==> config.mk <==
export PLATFORM = sky130hd
export DESIGN_NAME = chip_sel_decoder
export DESIGN_NICKNAME = d
export VERILOG_FILES = /design/src/rtl/chip_sel_pkg.sv /design/src/rtl/chip_sel_cfg.sv /design/src/rtl/chip_sel_pcs_dec.sv /design/src/rtl/chip_sel_mcs_dec.sv /design/src/rtl/chip_sel_decoder.sv
export SDC_FILE = /design/constraint.sdc
export NUM_CORES = 1
export LEC_CHECK = 0
export CAP_MARGIN = 10
export CORE_MARGIN = 2
export CORE_UTILIZATION = 49
export CTS_BUF_LIST = sky130_fd_sc_hd__clkbuf_2
export DETAILED_ROUTE_END_ITERATION = 16
export GPL_TIMING_DRIVEN = 0
export PLACE_DENSITY = 0.93
export SLEW_MARGIN = 10
export SYNTH_ARGS = -nofsm -noshare
export SYNTH_HDL_FRONTEND = slang
export SYNTH_HIERARCHICAL = 1
export SYNTH_SLANG_ARGS = --single-unit
==> constraint.sdc <==
create_clock -name clk_i -period 2.3 [get_ports clk_i]
set_input_delay 0.46 -clock clk_i [delete_from_list [all_inputs] [get_ports clk_i]]
set_output_delay 0.46 -clock clk_i [all_outputs]
set_load 0.01 [all_outputs]
==> src/rtl/chip_sel_pkg.sv <==
package chip_sel_pkg;
  typedef enum logic {CFG_PCS = 1'b0, CFG_MCS = 1'b1} cfg_sel_e;
  localparam int unsigned EN_BIT   = 15;
  localparam int unsigned IO_BIT   = 14;
  localparam int unsigned EX_BIT   = 13;
  localparam int unsigned CODE_LSB = 8;
  localparam int unsigned CODE_W   = 3;
  localparam int unsigned MAX_CODE = 6;
endpackage

==> src/rtl/chip_sel_cfg.sv <==
module chip_sel_cfg
  import chip_sel_pkg::*;
#(
  parameter int unsigned PB_W = 9,
  parameter int unsigned MB_W = 7
) (
  input  logic              clk_i,
  input  logic              rst_ni,
  input  logic              we_i,
  input  logic              sel_i,
  input  logic [15:0]       wdata_i,
  output logic              pcs_en_o,
  output logic              pcs_io_o,
  output logic              ex_o,
  output logic [PB_W-1:0]   pcs_base_o,
  output logic              mcs_en_o,
  output logic [CODE_W-1:0] mcs_code_o,
  output logic [MB_W-1:0]   mcs_base_o
);
  always_ff @(posedge clk_i or negedge rst_ni) begin
    if (!rst_ni) begin
      pcs_en_o   <= 1'b0;
      pcs_io_o   <= 1'b0;
      ex_o       <= 1'b1;
      pcs_base_o <= '0;
      mcs_en_o   <= 1'b0;
      mcs_code_o <= '0;
      mcs_base_o <= '0;
    end else if (we_i) begin
      if (cfg_sel_e'(sel_i) == CFG_PCS) begin
        pcs_en_o   <= wdata_i[EN_BIT];
        pcs_io_o   <= wdata_i[IO_BIT];
        ex_o       <= wdata_i[EX_BIT];
        pcs_base_o <= wdata_i[PB_W-1:0];
      end else begin
        mcs_en_o   <= wdata_i[EN_BIT];
        mcs_code_o <= wdata_i[CODE_LSB +: CODE_W];
        mcs_base_o <= wdata_i[MB_W-1:0];
      end
    end
  end
endmodule

==> src/rtl/chip_sel_pcs_dec.sv <==
module chip_sel_pcs_dec #(
  parameter int unsigned ADDR_W  = 20,
  parameter int unsigned N_PCS   = 7,
  parameter int unsigned REGN_LG = 8,
  parameter int unsigned SKIP_IX = 4,
  localparam int unsigned IDX_W  = $clog2(N_PCS),
  localparam int unsigned PB_W   = ADDR_W - REGN_LG - IDX_W
) (
  input  logic [ADDR_W-1:0] addr_i,
  input  logic              io_i,
  input  logic              en_i,
  input  logic              space_io_i,
  input  logic [PB_W-1:0]   base_i,
  output logic [N_PCS-1:0]  hit_o
);
  logic             blk_hit;
  logic [IDX_W-1:0] idx;

  assign blk_hit = en_i && (io_i == space_io_i) &&
                   (addr_i[ADDR_W-1 -: PB_W] == base_i);
  assign idx     = addr_i[REGN_LG +: IDX_W];

  for (genvar n = 0; n < N_PCS; n++) begin : g_sel
    if (n == SKIP_IX) begin : g_skip
      assign hit_o[n] = 1'b0;
    end else begin : g_use
      assign hit_o[n] = blk_hit && (idx == IDX_W'(n));
    end
  end
endmodule

==> src/rtl/chip_sel_mcs_dec.sv <==
module chip_sel_mcs_dec
  import chip_sel_pkg::*;
#(
  parameter int unsigned ADDR_W = 20,
  parameter int unsigned MIN_LG = 13,
  parameter int unsigned N_MCS  = 3,
  localparam int unsigned MB_W  = ADDR_W - MIN_LG
) (
  input  logic [ADDR_W-1:0] addr_i,
  input  logic              io_i,
  input  logic              en_i,
  input  logic [CODE_W-1:0] code_i,
  input  logic [MB_W-1:0]   base_i,
  output logic [N_MCS-1:0]  hit_o
);
  logic [CODE_W-1:0] code_c;
  logic [MB_W-1:0]   mask;
  logic [ADDR_W-1:0] qtr;
  logic              blk_hit;

  always_comb begin
    code_c  = (code_i > CODE_W'(MAX_CODE)) ? CODE_W'(MAX_CODE) : code_i;
    mask    = {MB_W{1'b1}} << code_c;
    qtr     = addr_i >> (MIN_LG - 2 + int'(code_c));
    blk_hit = en_i && !io_i &&
              (((addr_i[ADDR_W-1 -: MB_W] ^ base_i) & mask) == '0);
    for (int k = 0; k < N_MCS; k++)
      hit_o[k] = blk_hit && (qtr[1:0] == 2'(k));
  end
endmodule

==> src/rtl/chip_sel_decoder.sv <==
module chip_sel_decoder
  import chip_sel_pkg::*;
#(
  parameter int unsigned ADDR_W  = 20,
  parameter int unsigned N_PCS   = 7,
  parameter int unsigned N_MCS   = 3,
  parameter int unsigned REGN_LG = 8,
  parameter int unsigned MIN_LG  = 13,
  localparam int unsigned PB_W   = ADDR_W - REGN_LG - $clog2(N_PCS),
  localparam int unsigned MB_W   = ADDR_W - MIN_LG,
  localparam int unsigned A1_PIN = N_PCS - 2,
  localparam int unsigned A2_PIN = N_PCS - 1
) (
  input  logic              clk_i,
  input  logic              rst_ni,
  input  logic [ADDR_W-1:0] addr_i,
  input  logic              io_space_i,
  input  logic              ale_i,
  input  logic              cycle_end_i,
  input  logic              hold_i,
  input  logic              cfg_we_i,
  input  logic              cfg_sel_i,
  input  logic [15:0]       cfg_wdata_i,
  output logic [N_PCS-1:0]  pcs_n_o,
  output logic [N_MCS-1:0]  mcs_n_o
);
  logic              pcs_en, pcs_io, ex_q, mcs_en;
  logic [PB_W-1:0]   pcs_base;
  logic [CODE_W-1:0] mcs_code;
  logic [MB_W-1:0]   mcs_base;
  logic [N_PCS-1:0]  pcs_hit, pcs_q, pcs_sel_n;
  logic [N_MCS-1:0]  mcs_hit, mcs_q;
  logic [1:0]        abit_q;

  chip_sel_cfg #(.PB_W(PB_W), .MB_W(MB_W)) u_cfg (
    .clk_i, .rst_ni, .we_i(cfg_we_i), .sel_i(cfg_sel_i), .wdata_i(cfg_wdata_i),
    .pcs_en_o(pcs_en), .pcs_io_o(pcs_io), .ex_o(ex_q), .pcs_base_o(pcs_base),
    .mcs_en_o(mcs_en), .mcs_code_o(mcs_code), .mcs_base_o(mcs_base)
  );

  chip_sel_pcs_dec #(.ADDR_W(ADDR_W), .N_PCS(N_PCS), .REGN_LG(REGN_LG)) u_pcs (
    .addr_i, .io_i(io_space_i), .en_i(pcs_en), .space_io_i(pcs_io),
    .base_i(pcs_base), .hit_o(pcs_hit)
  );

  chip_sel_mcs_dec #(.ADDR_W(ADDR_W), .MIN_LG(MIN_LG), .N_MCS(N_MCS)) u_mcs (
    .addr_i, .io_i(io_space_i), .en_i(mcs_en), .code_i(mcs_code),
    .base_i(mcs_base), .hit_o(mcs_hit)
  );

  always_ff @(posedge clk_i or negedge rst_ni) begin
    if (!rst_ni) begin
      pcs_q <= '0;
      mcs_q <= '0;
    end else if (hold_i) begin
      pcs_q <= '0;
      mcs_q <= '0;
    end else if (ale_i) begin
      pcs_q <= pcs_hit;
      mcs_q <= mcs_hit;
    end else if (cycle_end_i) begin
      pcs_q <= '0;
      mcs_q <= '0;
    end
  end

  always_ff @(posedge clk_i or negedge rst_ni) begin
    if (!rst_ni)                abit_q <= '0;
    else if (ale_i && !hold_i)  abit_q <= addr_i[2:1];
  end

  // hold gates the selects at once; latched address pins are not gated
  assign pcs_sel_n = ~pcs_q | {N_PCS{hold_i}};
  assign mcs_n_o   = ~mcs_q | {N_MCS{hold_i}};

  always_comb begin
    pcs_n_o = pcs_sel_n;
    if (!ex_q) begin
      pcs_n_o[A1_PIN] = abit_q[0];
      pcs_n_o[A2_PIN] = abit_q[1];
    end
  end
endmodule

Word-level counts from Yosys, hierarchy flattened
Cells that the tools add are included.

storage, ports and cells
  flip-flop bits (word level) = 35
  bits of input ports = 44
  logic and storage cells = 60
  output and inout bits = 10

cells by class
  order comparisons = 1
  bitwise logic cells = 7
  shift operators = 2
  mux-type cells = 8
  $add $sub $neg = 1
  equality and inequality tests = 9
  reductions and logical operators = 22

operators with widths
  kind                                                                    count
  20-bit by 32-bit right shift with 2-bit output                          1
  7-bit two-way mux                                                       3
  1-bit logical AND                                                       14
  3-bit two-way mux                                                       4
  9-bit equality test                                                     1
  7-bit AND                                                               1
  7-bit logical NOT                                                       1
  7-bit NOT                                                               1
  7-bit bitwise OR                                                        1
  7-bit by 3-bit left shift with 7-bit output (first input constant)      1
  7-bit XOR                                                               1
  3-bit by 2-bit equality test with 1-bit output (second input constant)  2
  3-bit equality test (second input constant)                             2
  4-bit by 3-bit adder with 5-bit output (first input constant)           1
  2-bit AND reduction                                                     2
  3-bit by 1-bit equality test with 1-bit output (second input constant)  1
  3-bit greater-than comparator (second input constant)                   1
  3-bit logical NOT                                                       1
  3-bit NOT                                                               1
  3-bit bitwise OR                                                        1
  3-bit nonzero test                                                      1
  2-bit by 1-bit equality test with 1-bit output (second input constant)  1
  2-bit equality test (second input constant)                             1
  1-bit logical NOT                                                       2
  4 further kinds                                                         4

Depth between registers and ports, before layout
Gate-level depths: netlist of run 1.

  depth after elaboration = 9
  mapped depth = 6
  mapped depth without buffers = 5

Cells and area by module
Netlist of run 1, hierarchy kept.

modules (own cells, without submodules)
  module            times used  cells an instance  seq. area each (um2)  area each (um2)
  chip_sel_cfg      1           50                 576.8                 915.9
  chip_sel_decoder  1           44                 300.3                 534.3
  chip_sel_mcs_dec  1           29                 0.0                   267.8
  chip_sel_pcs_dec  1           27                 0.0                   212.7

Worst setup path after synthesis of run 1
Ideal clock, no wire load.

  path kind = register to register
  start point = register u_cfg.mcs_code_o[0]
  end point = register mcs_q[2]
  slack = 0.588 ns
  period minus slack after synthesis = 1.712 ns
  required time = 2.178 ns
  data arrival time = 1.590 ns
  buffers on the path = 1
  cell stages (with the launch flop) = 7
  library setup time = 0.122 ns
  path through = dfrtp_1 buf_6 mux2_1 mux4_2 nand2_1 nor2_1 a32o_1

on the way
  longest elaborated chain between the ends = 9
  elaborated cells between the ends (all ways) = 12
  those cells by class = 1 x add/sub; 1 x order compare; 1 x eq/ne; 2 x shift; 3 x mux; 1 x bitwise; 3 x reduce/logical

ends and longest elaborated chain
  what                                                                            RTL line                source
  from (decl)                                                                     chip_sel_cfg.sv:17      output logic [CODE_W-1:0] mcs_code_o,
  from (signal assigned)                                                          chip_sel_cfg.sv:37      mcs_code_o <= wdata_i[CODE_LSB +: CODE_W];
  3-bit greater-than comparator                                                   chip_sel_mcs_dec.sv:22  code_c = (code_i > CODE_W'(MAX_CODE)) ? CODE_W'(MAX_CODE) : code_i;
  3-bit two-way mux (*)                                                           chip_sel_mcs_dec.sv:22
  branches (longest 4 deep; another with 4-bit by 3-bit adder with 5-bit output)  -
  1-bit logical AND (*)                                                           chip_sel_mcs_dec.sv:28  hit_o[k] = blk_hit && (qtr[1:0] == 2'(k));
  net mcs_hit[2]                                                                  chip_sel_decoder.sv:32  logic [N_MCS-1:0] mcs_hit, mcs_q;
  3-bit two-way mux (*)                                                           chip_sel_decoder.sv:58  end else if (ale_i) begin
  3-bit two-way mux (*)                                                           chip_sel_decoder.sv:55  end else if (hold_i) begin
  to (signal assigned)                                                            chip_sel_decoder.sv:60  mcs_q <= mcs_hit;
  to (decl)                                                                       chip_sel_decoder.sv:32

Mark *: on every way through the listed nets, which the timed path passes.
A chain may end at the register's enable or synchronous reset.

Worst setup path in the final report of run 1
  start point = input port hold_i
  end point = output port pcs_n_o[6]

on the way
  longest elaborated chain between the ends = 2

ends and longest elaborated chain
  what               RTL line                source
  from (decl)        chip_sel_decoder.sv:20  input logic hold_i,
  7-bit bitwise OR   chip_sel_decoder.sv:73  assign pcs_sel_n = ~pcs_q | {N_PCS{hold_i}};
  2-bit two-way mux  chip_sel_decoder.sv:78  if (!ex_q) begin
  to (decl)          chip_sel_decoder.sv:24  output logic [N_PCS-1:0] pcs_n_o,

No other way between the ends.

==> summary.md, run 1 <==
| Metric | Value |
|---|---|
| Status | `finished, final reports clean` |
| Vias | `1360` |
| Critical path's largest stage delay | `between 500 and 600 ps` |
| Worst setup EP type | `primary output` |
| Worst vdd ir | `362 uV` |
| Final hold viol count | `0` |
| Filler cells | `287` |
| Post-synth top area share | `44.1%` |
| Post-synthesis async set-or-reset flop share | `100%` |
| Setup CP Type | `input pin to primary output` |
| Slew @ Worst Pin | `746 ps` |
| CP max-delay cell | `clkdlybuf4s50_1` |
| P&R area growth vs syn | `28.2%` |
| Initial antenna violation count | `0` |
| Die area | `~4500 um^2` |
| Part of the cycle the worst path needs | `95.3%` |
| Vias in the first global route | `1309` |
| Max-Cap Viols | `0` |
| Total grt overflow | `0` |
| Max Slew Vio Count | `0` |
| Internal power | `997 uW` |
| Total GRT Usage | `approximately a fifth` |
| Tmin final | `2190 ps` |
| Post-synth top area cell | `dfrtp_1` |
| Fmax | `roughly 460 MHz` |
| Htree depth | `2` |
| Die width | `66.8 um` |
| Synthesized Nets | `194` |
| FF-to-FF path depth | `6` |
| Post-synth EDFFs | `0` |
| RSZ-0062 raised after global routing | `false` |
| Final Instance Area | `2470 um^2` |
| Avg Cell Area, Syn | `roughly 13 um^2` |
| Comb pwr share | `about a quarter` |
| Post-Syn Area | `between 1500 and 2000 um^2` |
| Clock Skews | `10.6 ps` |
| Hold_ws | `137 ps` |
| Seq/Total Area, Yosys | `45.4%` |
| #FFs+latches synth | `35` |
| FF-to-FF End | `mcs_q[2]` |
| Final Setup Violations | `0` |
| Sw frac | `27.6%` |
| Drt pass-1 iters | `4` |
| Final wirelength | `3.66 mm` |
| First-pass GRT wire length | `6.26 mm` |
| Routed WL per cell | `14.6 um` |
| Final HPWL DP | `2.86 mm` |
| Starting density of the core | `52.0%` |
| Synthesis Warnings | `6` |
| Hold-fix buffers at CTS | `0` |
| Synth Instances | `150` |
| Layout cells sized above 1 | `24.1%` |
| Sequential share of power | `a little over half` |
| Most frequent cells in the layout | `clkdlybuf4s50_1, dfrtp_1, xnor2_1, mux2_2, mux2_4` |
| Worst-skew pair later-pin latency | `370 ps` |
| Core area | `between 3000 and 4000 um^2` |
| Reg2Reg Launch Point | `u_cfg/mcs_code_o[0]` |
| Largest net degree at the start of global routing | `36` |
| Antenna Nets Post-Route | `0` |
| Longest Clk Path Bufs | `2` |
| Slew headroom | `50.3%` |
| GPL Wtd Cong | `~0.86` |
| Multi-input gate area | `roughly 970 um^2` |
| Setup slack, reg-to-reg | `490 ps` |
| Number of buffers created by CTS | `5` |
| Ys flop type | `dfrtp_1` |
| Worst Path Max Fanout | `10` |
| Worst min path class | `input pin to asynchronous set/reset pin` |
| Die Y | `~67 um` |
| Pwr dens | `557 nW/um^2` |
| Detailed-route vias per instance | `5.42` |
| Critical Path, Cell by Cell | `dlygate4sd2_1 > inv_2 > buf_6 > a31oi_1 > clkdlybuf4s50_1` |
| N_diodes | `0` |
| Worst-path clk slew | `140 ps` |
| Nets | `246` |
| Row Count | `22` |
| Sw power | `381 uW` |
| Drt drc | `0` |
| Clk pwr share | `19.9%` |
| CTS tree | `done` |
| Number of top-level pins | `54` |
| Most common cell after layout, fill and taps aside | `clkdlybuf4s50_1` |
| Largest cells by area after synthesis | `dfrtp_1, mux2_4, mux2_2` |
| PortBufs | `45` |
| Lkg Pwr | `0.00102 uW` |
| Register area | `between 800 and 900 um^2` |
| Yosys cell types | `39` |
| Startpoint types | `input pin` |
| CP arrival | `1730 ps` |
| CP required | `1840 ps` |
| Utilization after layout | `66.6%` |
| Area after DPL | `2440 um^2` |
| Clock Tree Root | `clkbuf_2` |
| Iter 0 DRT Violations | `68` |
| Clock sink count | `35` |
[layout make-up]
type,count,share of cell area (%)
sequential,35,35.4
multi-input combinational,105,39.4
clock buffer,8,1.62
timing repair buffer,45,17.9
tap,48,2.43
inverter,4,0.607
buffer,6,2.58
[through the flow]
stage          std cells  TNS, ps  worst slack (ps)  power [uW]
5_1_grt              251        0              45.8        1470
4_1_cts              251        0               100        1400
3_5_place_dp         243     -999              -171        1120
2_1_floorplan        150        0               588         974
6_report             251        0               108        1380
3_3_place_gp         243     -727              -154        1110
[sequential cells by signal (all words and copies together) (netlist names)]
register          cells
abit_q                2
u_cfg/pcs_io_o        1
u_cfg/mcs_en_o        1
u_cfg/pcs_base_o      9
mcs_q                 3
u_cfg/ex_o            1
u_cfg/pcs_en_o        1
u_cfg/mcs_base_o      7
u_cfg/mcs_code_o      3
pcs_q                 7
[routing by layer]
layer / up-vias / track usage [%] / wire length [um]
li1: 661 / - / -
met1: 645 / 25.9 / 1660
met2: 48 / 29.4 / 1690
met3: 6 / 6.25 / 251
met4: 0 / 5.36 / 48
met5: - / 0 / 0
[worst max-delay path, delay by kind of cell]
family / cells / cell delay, ps
AO/OA/AOI/OAI: 1 / 120
buffers and inverters: 4 / 1140
[cell usage after synthesis (all sizes together) (2+ instances only)]
cell,n
o21ai,2
nand3b,3
mux2,28
nand4,2
o211ai,2
nor2b,2
or3b,2
a32o,9
mux2i,3
mux4,2
xnor2,15
nor4,6
nand2,10
buf,6
nor2,6
xor2,2
dfrtp,34
inv,4
[how the worst max path moves through the flow]
| stage | start | to | slack (ps) | cells after the start |
|---|---|---|---|---|
| 3_5_place_dp | hold_i | pcs_n_o[6] | -170 | 5 |
| 3_3_place_gp | hold_i | pcs_n_o[6] | -150 | 5 |
| 2_1_floorplan | u_cfg/mcs_code_o[0] | mcs_q[2] | 590 | 6 |
| 5_1_grt | hold_i | pcs_n_o[6] | 50 | 5 |
| 4_1_cts | hold_i | pcs_n_o[6] | 100 | 5 |
| 6_report | hold_i | pcs_n_o[6] | 110 | 5 |
[power by group through the flow]
stage / sequential [uW] / clock (uW) / combinational (uW)
floorplan: 735 / 0 / 240
global placement: 746 / 0 / 363
detailed placement: 749 / 0 / 369
CTS: 737 / 291 / 370
global route: 747 / 324 / 401
finish: 736 / 274 / 368
[timing repair]
action                                  in CTS  in global routing
endpoints found under the hold margin        0                  0
endpoints found under the setup margin      10                  0
resized for setup                            1                  0
setup buffers                                0                  0
[kinds of logic after synthesis]
family,count (synthesis),share of synthesized area (%)
flops,35,45.4
mux,33,22.4
simple gates,36,12.1
other cells,1,0.194
buf+inv,10,4.08
xor+xnor,17,7.71
compound gates,18,8.10
Note: power is estimated with default switching activity, not from simulation.
==> run 2, diff against run 1 <==
--- a/config.mk
+++ b/config.mk
@@ -12,7 +12,8 @@
 export DETAILED_ROUTE_END_ITERATION = 16
 export GPL_TIMING_DRIVEN = 0
 export PLACE_DENSITY = 0.93
-export SLEW_MARGIN = 10
+export RECOVER_POWER = 100
+export SLEW_MARGIN = 20
 export SYNTH_ARGS = -nofsm -noshare
 export SYNTH_HDL_FRONTEND = slang
 export SYNTH_HIERARCHICAL = 1
==> run 2 against run 1 <==
  * Sequential share of layout area is 0.81 points higher
  * Power down 1.9%
  * Utilization fell by 1.5 points
  * Critical endpoint unchanged
  * Largest power group unchanged
  * Highest routed layer unchanged
==> summary.md, run 2 (synthesis gave the netlist of run 1 again) <==
| Metric | Value |
|---|---|
| Drt drc | `0` |
| Htree depth | `2` |
| Total Neg Setup Slack | `0 ps` |
| Worst setup EP type | `primary output` |
| Critical Path, Cell by Cell | `clkdlybuf4s25_1 > inv_2 > buf_6 > a31oi_1 > clkdlybuf4s50_1` |
| Clock sink count | `35` |
| Top Registers | `u_cfg/pcs_base_o (9), pcs_q (7), u_cfg/mcs_base_o (7)` |
| Met1 WL | `1.74 mm` |
| Post-route insts no fill | `253` |
| Die width | `66.8 um` |
| Fmax | `between 400 and 500 MHz` |
| Max reg flops | `9` |
| Status | `finished, final reports clean` |
| Initial antenna violation count | `0` |
| Slew @ Worst Pin | `between 900 and 1000 ps` |
| WL met2 | `1.77 mm` |
| Final HPWL DP | `2.97 mm` |
| Critical path's largest stage delay | `570 ps` |
| Clock Tree Root | `clkbuf_2` |
| Most common cell after layout, fill and taps aside | `dfrtp_1` |
| Lkg Pwr | `0.000951 uW` |
| Worst-skew pair later-pin latency | `380 ps` |
| Worst-path clk slew | `140 ps` |
| Antenna Nets Post-Route | `0` |
| Largest net degree at the start of global routing | `19` |
| RSZ-0062 raised after global routing | `false` |
| Most frequent cells in the layout | `dfrtp_1, clkdlybuf4s50_1, xnor2_1, mux2_1, mux2_2` |
| CP required | `1840 ps` |
| GPL Wtd Cong | `0.855` |
| Top reg by flops | `u_cfg/pcs_base_o` |
| Tmin final | `2210 ps` |
| Multi-input gate area | `912 um^2` |
| CP top delay family | `buffers and inverters` |
| Final Setup Violations | `0` |
| Setup CP Type | `input pin to primary output` |
| Row Count | `22` |
| Number of top-level pins | `54` |
| Detailed-route vias per instance | `5.49` |
| Final hold viol count | `0` |
| Starting density of the core | `52.0%` |
| Worst vdd ir | `370 uV` |
| Total GRT Usage | `19.5%` |
| Clock Skews | `14.3 ps` |
| Met3 WL | `roughly 200 um` |
| PortBufs | `45` |
| Routed WL per cell | `between 10 and 15 um` |
| Tot Pwr | `1350 uW` |
| Register area | `877 um^2` |
| # placed instances | `around 240` |
| Filler cells | `307` |
| CP max-delay cell | `clkdlybuf4s50_1` |
| Max Slew Vio Count | `0` |
| Startpoint types | `input pin` |
| Layout cells sized above 1 | `between 10% and 20%` |
| Max-Cap Viols | `0` |
| CTS tree | `done` |
| First-pass GRT wire length | `6.38 mm` |
| Die Y | `66.8 um` |
| Worst Path Max Fanout | `10` |
| Number of buffers created by CTS | `5` |
| Hold_ws | `514 ps` |
| Slew headroom | `37.1%` |
| Part of the cycle the worst path needs | `a little over nine tenths` |
| Nets | `248` |
| Total grt overflow | `0` |
| CP Buf/Inv Count | `4` |
| Vias | `1388` |
| Max Used Layer | `met4` |
| Final wirelength | `around 3.8 mm` |
| Iter 0 DRT Violations | `between 80 and 90` |
| Worst min path class | `flip-flop to flip-flop` |
| Longest Clk Path Bufs | `2` |
| CP arrival | `1750 ps` |
| Core area | `about 3700 um^2` |
| N_diodes | `0` |
| P&R area growth vs syn | `25.3%` |
| Die area | `~4500 um^2` |
| Pwr dens | `between 500 and 600 nW/um^2` |
| Drt pass-1 iters | `4` |
| Vias in the first global route | `~1300` |
-- run 2: changes by cell type in the layout (fill, tap and decap cells not counted), moves of 2 or more --
cell             before  now
clkdlybuf4s50_1      43   32
buf_6                 5    3
nor2b_1               0    2
mux2_1                5   14
clkbuf_1              0    3
mux2_4               10    1
nor2b_4               2    0
dlygate4sd3_1         0   12
-- run 2: final timing paths --
| check | slack (ps) | depth (start not counted) | from | endpoint |
|---|---|---|---|---|
| hold reg to reg | 510 | 1 | abit_q[0] | abit_q[0] |
| setup / recovery | 90 | 5 | hold_i | pcs_n_o[6] |
| setup reg to reg | 450 | 5 | u_cfg/mcs_code_o[0] | mcs_q[0] |
| min in group asynchronous | 740 | 2 | rst_ni | u_cfg/mcs_code_o[0] |
| max in group asynchronous | 300 | 3 | rst_ni | u_cfg/pcs_base_o[6] |
| hold / removal | 510 | 1 | abit_q[0] | abit_q[0] |
-- run 2: what timing repair did --
action	4_1_cts	5_1_grt
buffers inserted	0	0
endpoints found under the setup margin	10	1
hold buffers	1	0
hold endpoints to repair	16	0
gates cloned	0	0
gates resized for setup	1	1
-- run 2: metrics by stage --
step	util (%)	worst slack, ps	instance area (um^2)
floorplan	-	588	1930
global placement	65.7	-154	2440
detailed placement	66.3	-175	2460
CTS	67.6	95.3	2510
global route	65.1	2.70	2420
finish	65.1	87.3	2420
-- run 2: power breakdown --
part	internal [uW]	switching, uW	total (uW)	leakage, uW
logic	200	141	341	0.000487
clock network	89.7	186	276	0.0000332
registers	683	52.1	735	0.000431
total	974	379	1350	0.000951
-- run 2: final cells by class --
class	instances	area share [%]
clock buffers	8	1.65
inverters	4	0.620
flip-flops and latches	35	36.2
plain buffers	6	2.02
multi-input cells	105	37.7
repair buffers	47	19.3
well taps	48	2.48
-- run 2: routing by layer --
metal	vias up	GRT usage [%]
met5	-	0
met4	0	5.87
met3	6	5.74
met2	46	30.1
met1	668	26.5
li1	668	-
==> run 3, diff against run 2 <==
--- a/config.mk
+++ b/config.mk
@@ -5,13 +5,15 @@
 export SDC_FILE = /design/constraint.sdc
 export NUM_CORES = 1
 export LEC_CHECK = 0
+export ABC_AREA = 1
 export CAP_MARGIN = 10
 export CORE_MARGIN = 2
-export CORE_UTILIZATION = 49
+export CORE_UTILIZATION = 50
 export CTS_BUF_LIST = sky130_fd_sc_hd__clkbuf_2
 export DETAILED_ROUTE_END_ITERATION = 16
+export DONT_BUFFER_PORTS = 1
 export GPL_TIMING_DRIVEN = 0
-export PLACE_DENSITY = 0.93
+export PLACE_DENSITY = 0.76
 export RECOVER_POWER = 100
 export SLEW_MARGIN = 20
 export SYNTH_ARGS = -nofsm -noshare
==> run 3 against run 2 <==
  * Synthesized cell count is 120% higher
  * Largest cell class unchanged
  * Utilization decreased by 9.4 points
  * Sequential share of layout area is 2.2 points higher
  * Sequential cell count unchanged
  * Power shrank 2.4%
  * Critical path depth down 2
  * Final cell count up 53%
  * Register-to-register slack better by 380 ps
  * Hold slack worse by 340 ps
  * First-iteration DRC count increased by 40%
  * Critical path type is now flip-flop to primary output
==> summary.md, run 3 <==
| Metric | Value |
|---|---|
| Status | `finished, final reports clean` |
| Number of top-level pins | `between 50 and 60` |
| Vias in the first global route | `1855` |
| Final wirelength | `4.84 mm` |
| Startpoint types | `flip-flop` |
| Pwr dens | `579 nW/um^2` |
| Largest cells by area after synthesis | `dfrtp_1, nand2_1, nand3_1` |
| Die width | `69.9 um` |
| Tmin final | `1660 ps` |
| Worst-path clk slew | `roughly 170 ps` |
| Setup slack, reg-to-reg | `between 800 and 900 ps` |
| Initial antenna violation count | `0` |
| Most frequent cell after synthesis | `nand2_1` |
| Worst setup EP type | `primary output` |
| Top reg by flops | `u_cfg/pcs_base_o` |
| CP required | `1840 ps` |
| Worst vdd ir | `317 uV` |
| Starting density of the core | `53.2%` |
| P&R area growth vs syn | `4.90%` |
| #FFs+latches synth | `35` |
| Nets | `379` |
| Routed WL per cell | `12.5 um` |
| Total Neg Setup Slack | `0 ps` |
| Slew @ Worst Pin | `652 ps` |
| Post-Syn Area | `2170 um^2` |
| Top Registers | `u_cfg/pcs_base_o (9), pcs_q (7), u_cfg/mcs_base_o (7)` |
| Post-CTS Setup Bufs | `0` |
| Post-synth EDFFs | `0` |
| Ys flop type | `dfrtp_1` |
| Hold-fix buffers at CTS | `2` |
| Setup CP Type | `flip-flop to primary output` |
| Post-synthesis async set-or-reset flop share | `between 90% and 100%` |
| Synth Instances | `326` |
| Post-synth top area cell | `dfrtp_1` |
| Max reg flops | `9` |
| Hold path cells | `2` |
| Part of the cycle the worst path needs | `72.1%` |
| Number of buffers created by CTS | `5` |
| CTS tree | `done` |
| Yosys cell types | `19` |
| Worst min path class | `input pin to flip-flop` |
| PortBufs | `0` |
| Antenna Nets Post-Route | `0` |
| N_diodes | `0` |
| Die Y | `around 70 um` |
| Post-route insts no fill | `386` |
| Slew headroom | `56.4%` |
| Htree depth | `2` |
| Top post-synthesis cells by count | `nand2_1, nand3_1, inv_1, dfrtp_1, nor2_1` |
| Max Slew Vio Count | `0` |
| Iter 0 DRT Violations | `~120` |
| GPL Wtd Cong | `0.804` |
| Post-synth top area share | `about two fifths` |
| Clock Tree Root | `clkbuf_2` |
| Final HPWL DP | `3.58 mm` |
| Core area | `4090 um^2` |
| Crit-path most repeated cell | `nand2_1` |
| Largest net degree at the start of global routing | `36` |
| RSZ-0062 raised after global routing | `false` |
| Clock Skews | `9.04 ps` |
| CP max-delay cell | `dfstp_1` |
| Vias | `1930` |
| Total GRT Usage | `21.1%` |
| Drt pass-1 iters | `5` |
| Fmax | `roughly 600 MHz` |
| First-pass GRT wire length | `8.29 mm` |
| Synthesized Nets | `370` |
| Row Count | `23` |
| Die area | `between 4000 and 5000 um^2` |
| Avg Cell Area, Syn | `~6.7 um^2` |
| # placed instances | `376` |
| Critical path's largest stage delay | `610 ps` |
| Seq/Total Area, Yosys | `slightly above 40%` |
| Critical Path, Cell by Cell | `inv_1 > nand2_1 > nand2_1` |
| Longest Clk Path Bufs | `2` |
| Detailed-route vias per instance | `approximately 5` |
| Resized cells post-CTS | `0` |
| Worst Path Max Fanout | `4` |
| Final hold viol count | `0` |
| Lkg Pwr | `between 0.001 and 0.0015 uW` |
| Most common cell after layout, fill and taps aside | `nand2_1` |
| Layout cells sized above 1 | `7.74%` |
| Synthesis Warnings | `6` |
| Drt drc | `0` |
| FF-to-FF path depth | `10` |
| Final Setup Violations | `0` |
| Max-Cap Viols | `0` |
| Clock sink count | `35` |
| Total grt overflow | `0` |
| CP arrival | `1200 ps` |
| Worst-skew pair later-pin latency | `~380 ps` |
| Most frequent cells in the layout | `nand2_1, nand3_1, inv_1, dfrtp_1, nor2_1` |
run 3: cell types whose count changed after synthesis, sizes merged, moves of 9 or more:
cell / change
a32o: -9
nand2: +133
nor2: +15
inv: +36
mux2: -28
xnor2: -12
nand3: +62
run 3: cell families (layout without fill, tap and decap cells):
kind of cell | after synthesis | count (layout) | synth area share (%)
AO/OA/AOI/OAI | 4 | 4 | 0.922
XOR/XNOR | 6 | 6 | 2.42
buffers and inverters | 53 | 63 | 11.5
flip-flops | 35 | 35 | 40.4
other | 1 | 1 | 0.173
AND/OR/NAND/NOR | 227 | 227 | 44.6
run 3: where the power goes:
| group | leakage (uW) | switching [uW] | internal [uW] |
|---|---|---|---|
| Combinational | 0.000826 | 194 | 119 |
| Sequential | 0.000446 | 49.2 | 672 |
| Clock | 0.0000290 | 209 | 77.5 |
| Total | 0.00130 | 452 | 868 |
run 3: path summary, 6_finish.rpt:
| kind | end | from |
|---|---|---|
| setup / recovery | pcs_n_o[5] | u_cfg/ex_o |
| min in group asynchronous | u_cfg/mcs_code_o[2] | rst_ni |
| hold reg to reg | u_cfg/mcs_en_o | u_cfg/mcs_en_o |
| setup reg to reg | mcs_q[1] | u_cfg/mcs_code_o[2] |
| max in group asynchronous | u_cfg/ex_o | rst_ni |
| hold / removal | u_cfg/ex_o | cfg_wdata_i[13] |
run 3: cell type report:
class                      instances  area, um^2
fill                             409        1810
multi-input combinational        238        1030
sequential                        35         877
inverter                          40         150
buffer                            13        83.8
tap                               50        62.6
clock buffer                       6        30.0
timing repair buffer               2        30.0
clock inverter                     2        12.5
run 3: through the flow:
step	hold WS [ps]	total power (uW)	cell area (um^2)	util (%)	setup slack, ps
after detailed placement	165	1030	2230	54.7	864
after floorplan	164	970	2170	-	969
final	178	1320	2280	55.8	641
after global routing	139	1420	2280	55.8	523
after global placement	165	1020	2230	54.7	868
after CTS	137	1340	2310	56.5	646
run 3: worst max-delay path: cells and delay by family (launching register included):
kind / cells / cell delay, ps
buf+inv: 1 / 70
simple gates: 2 / 140
flops: 1 / 610
run 3: per-layer routing:
| metal | share of wire [%] | up-vias | track usage (%) |
|---|---|---|---|
| met5 | 0 | - | 0 |
| met4 | 1.1 | 0 | 6.62 |
| met3 | 7.0 | 5 | 5.77 |
| met2 | 48 | 56 | 35.7 |
| met1 | 44 | 854 | 26.1 |
| li1 | - | 1015 | - |
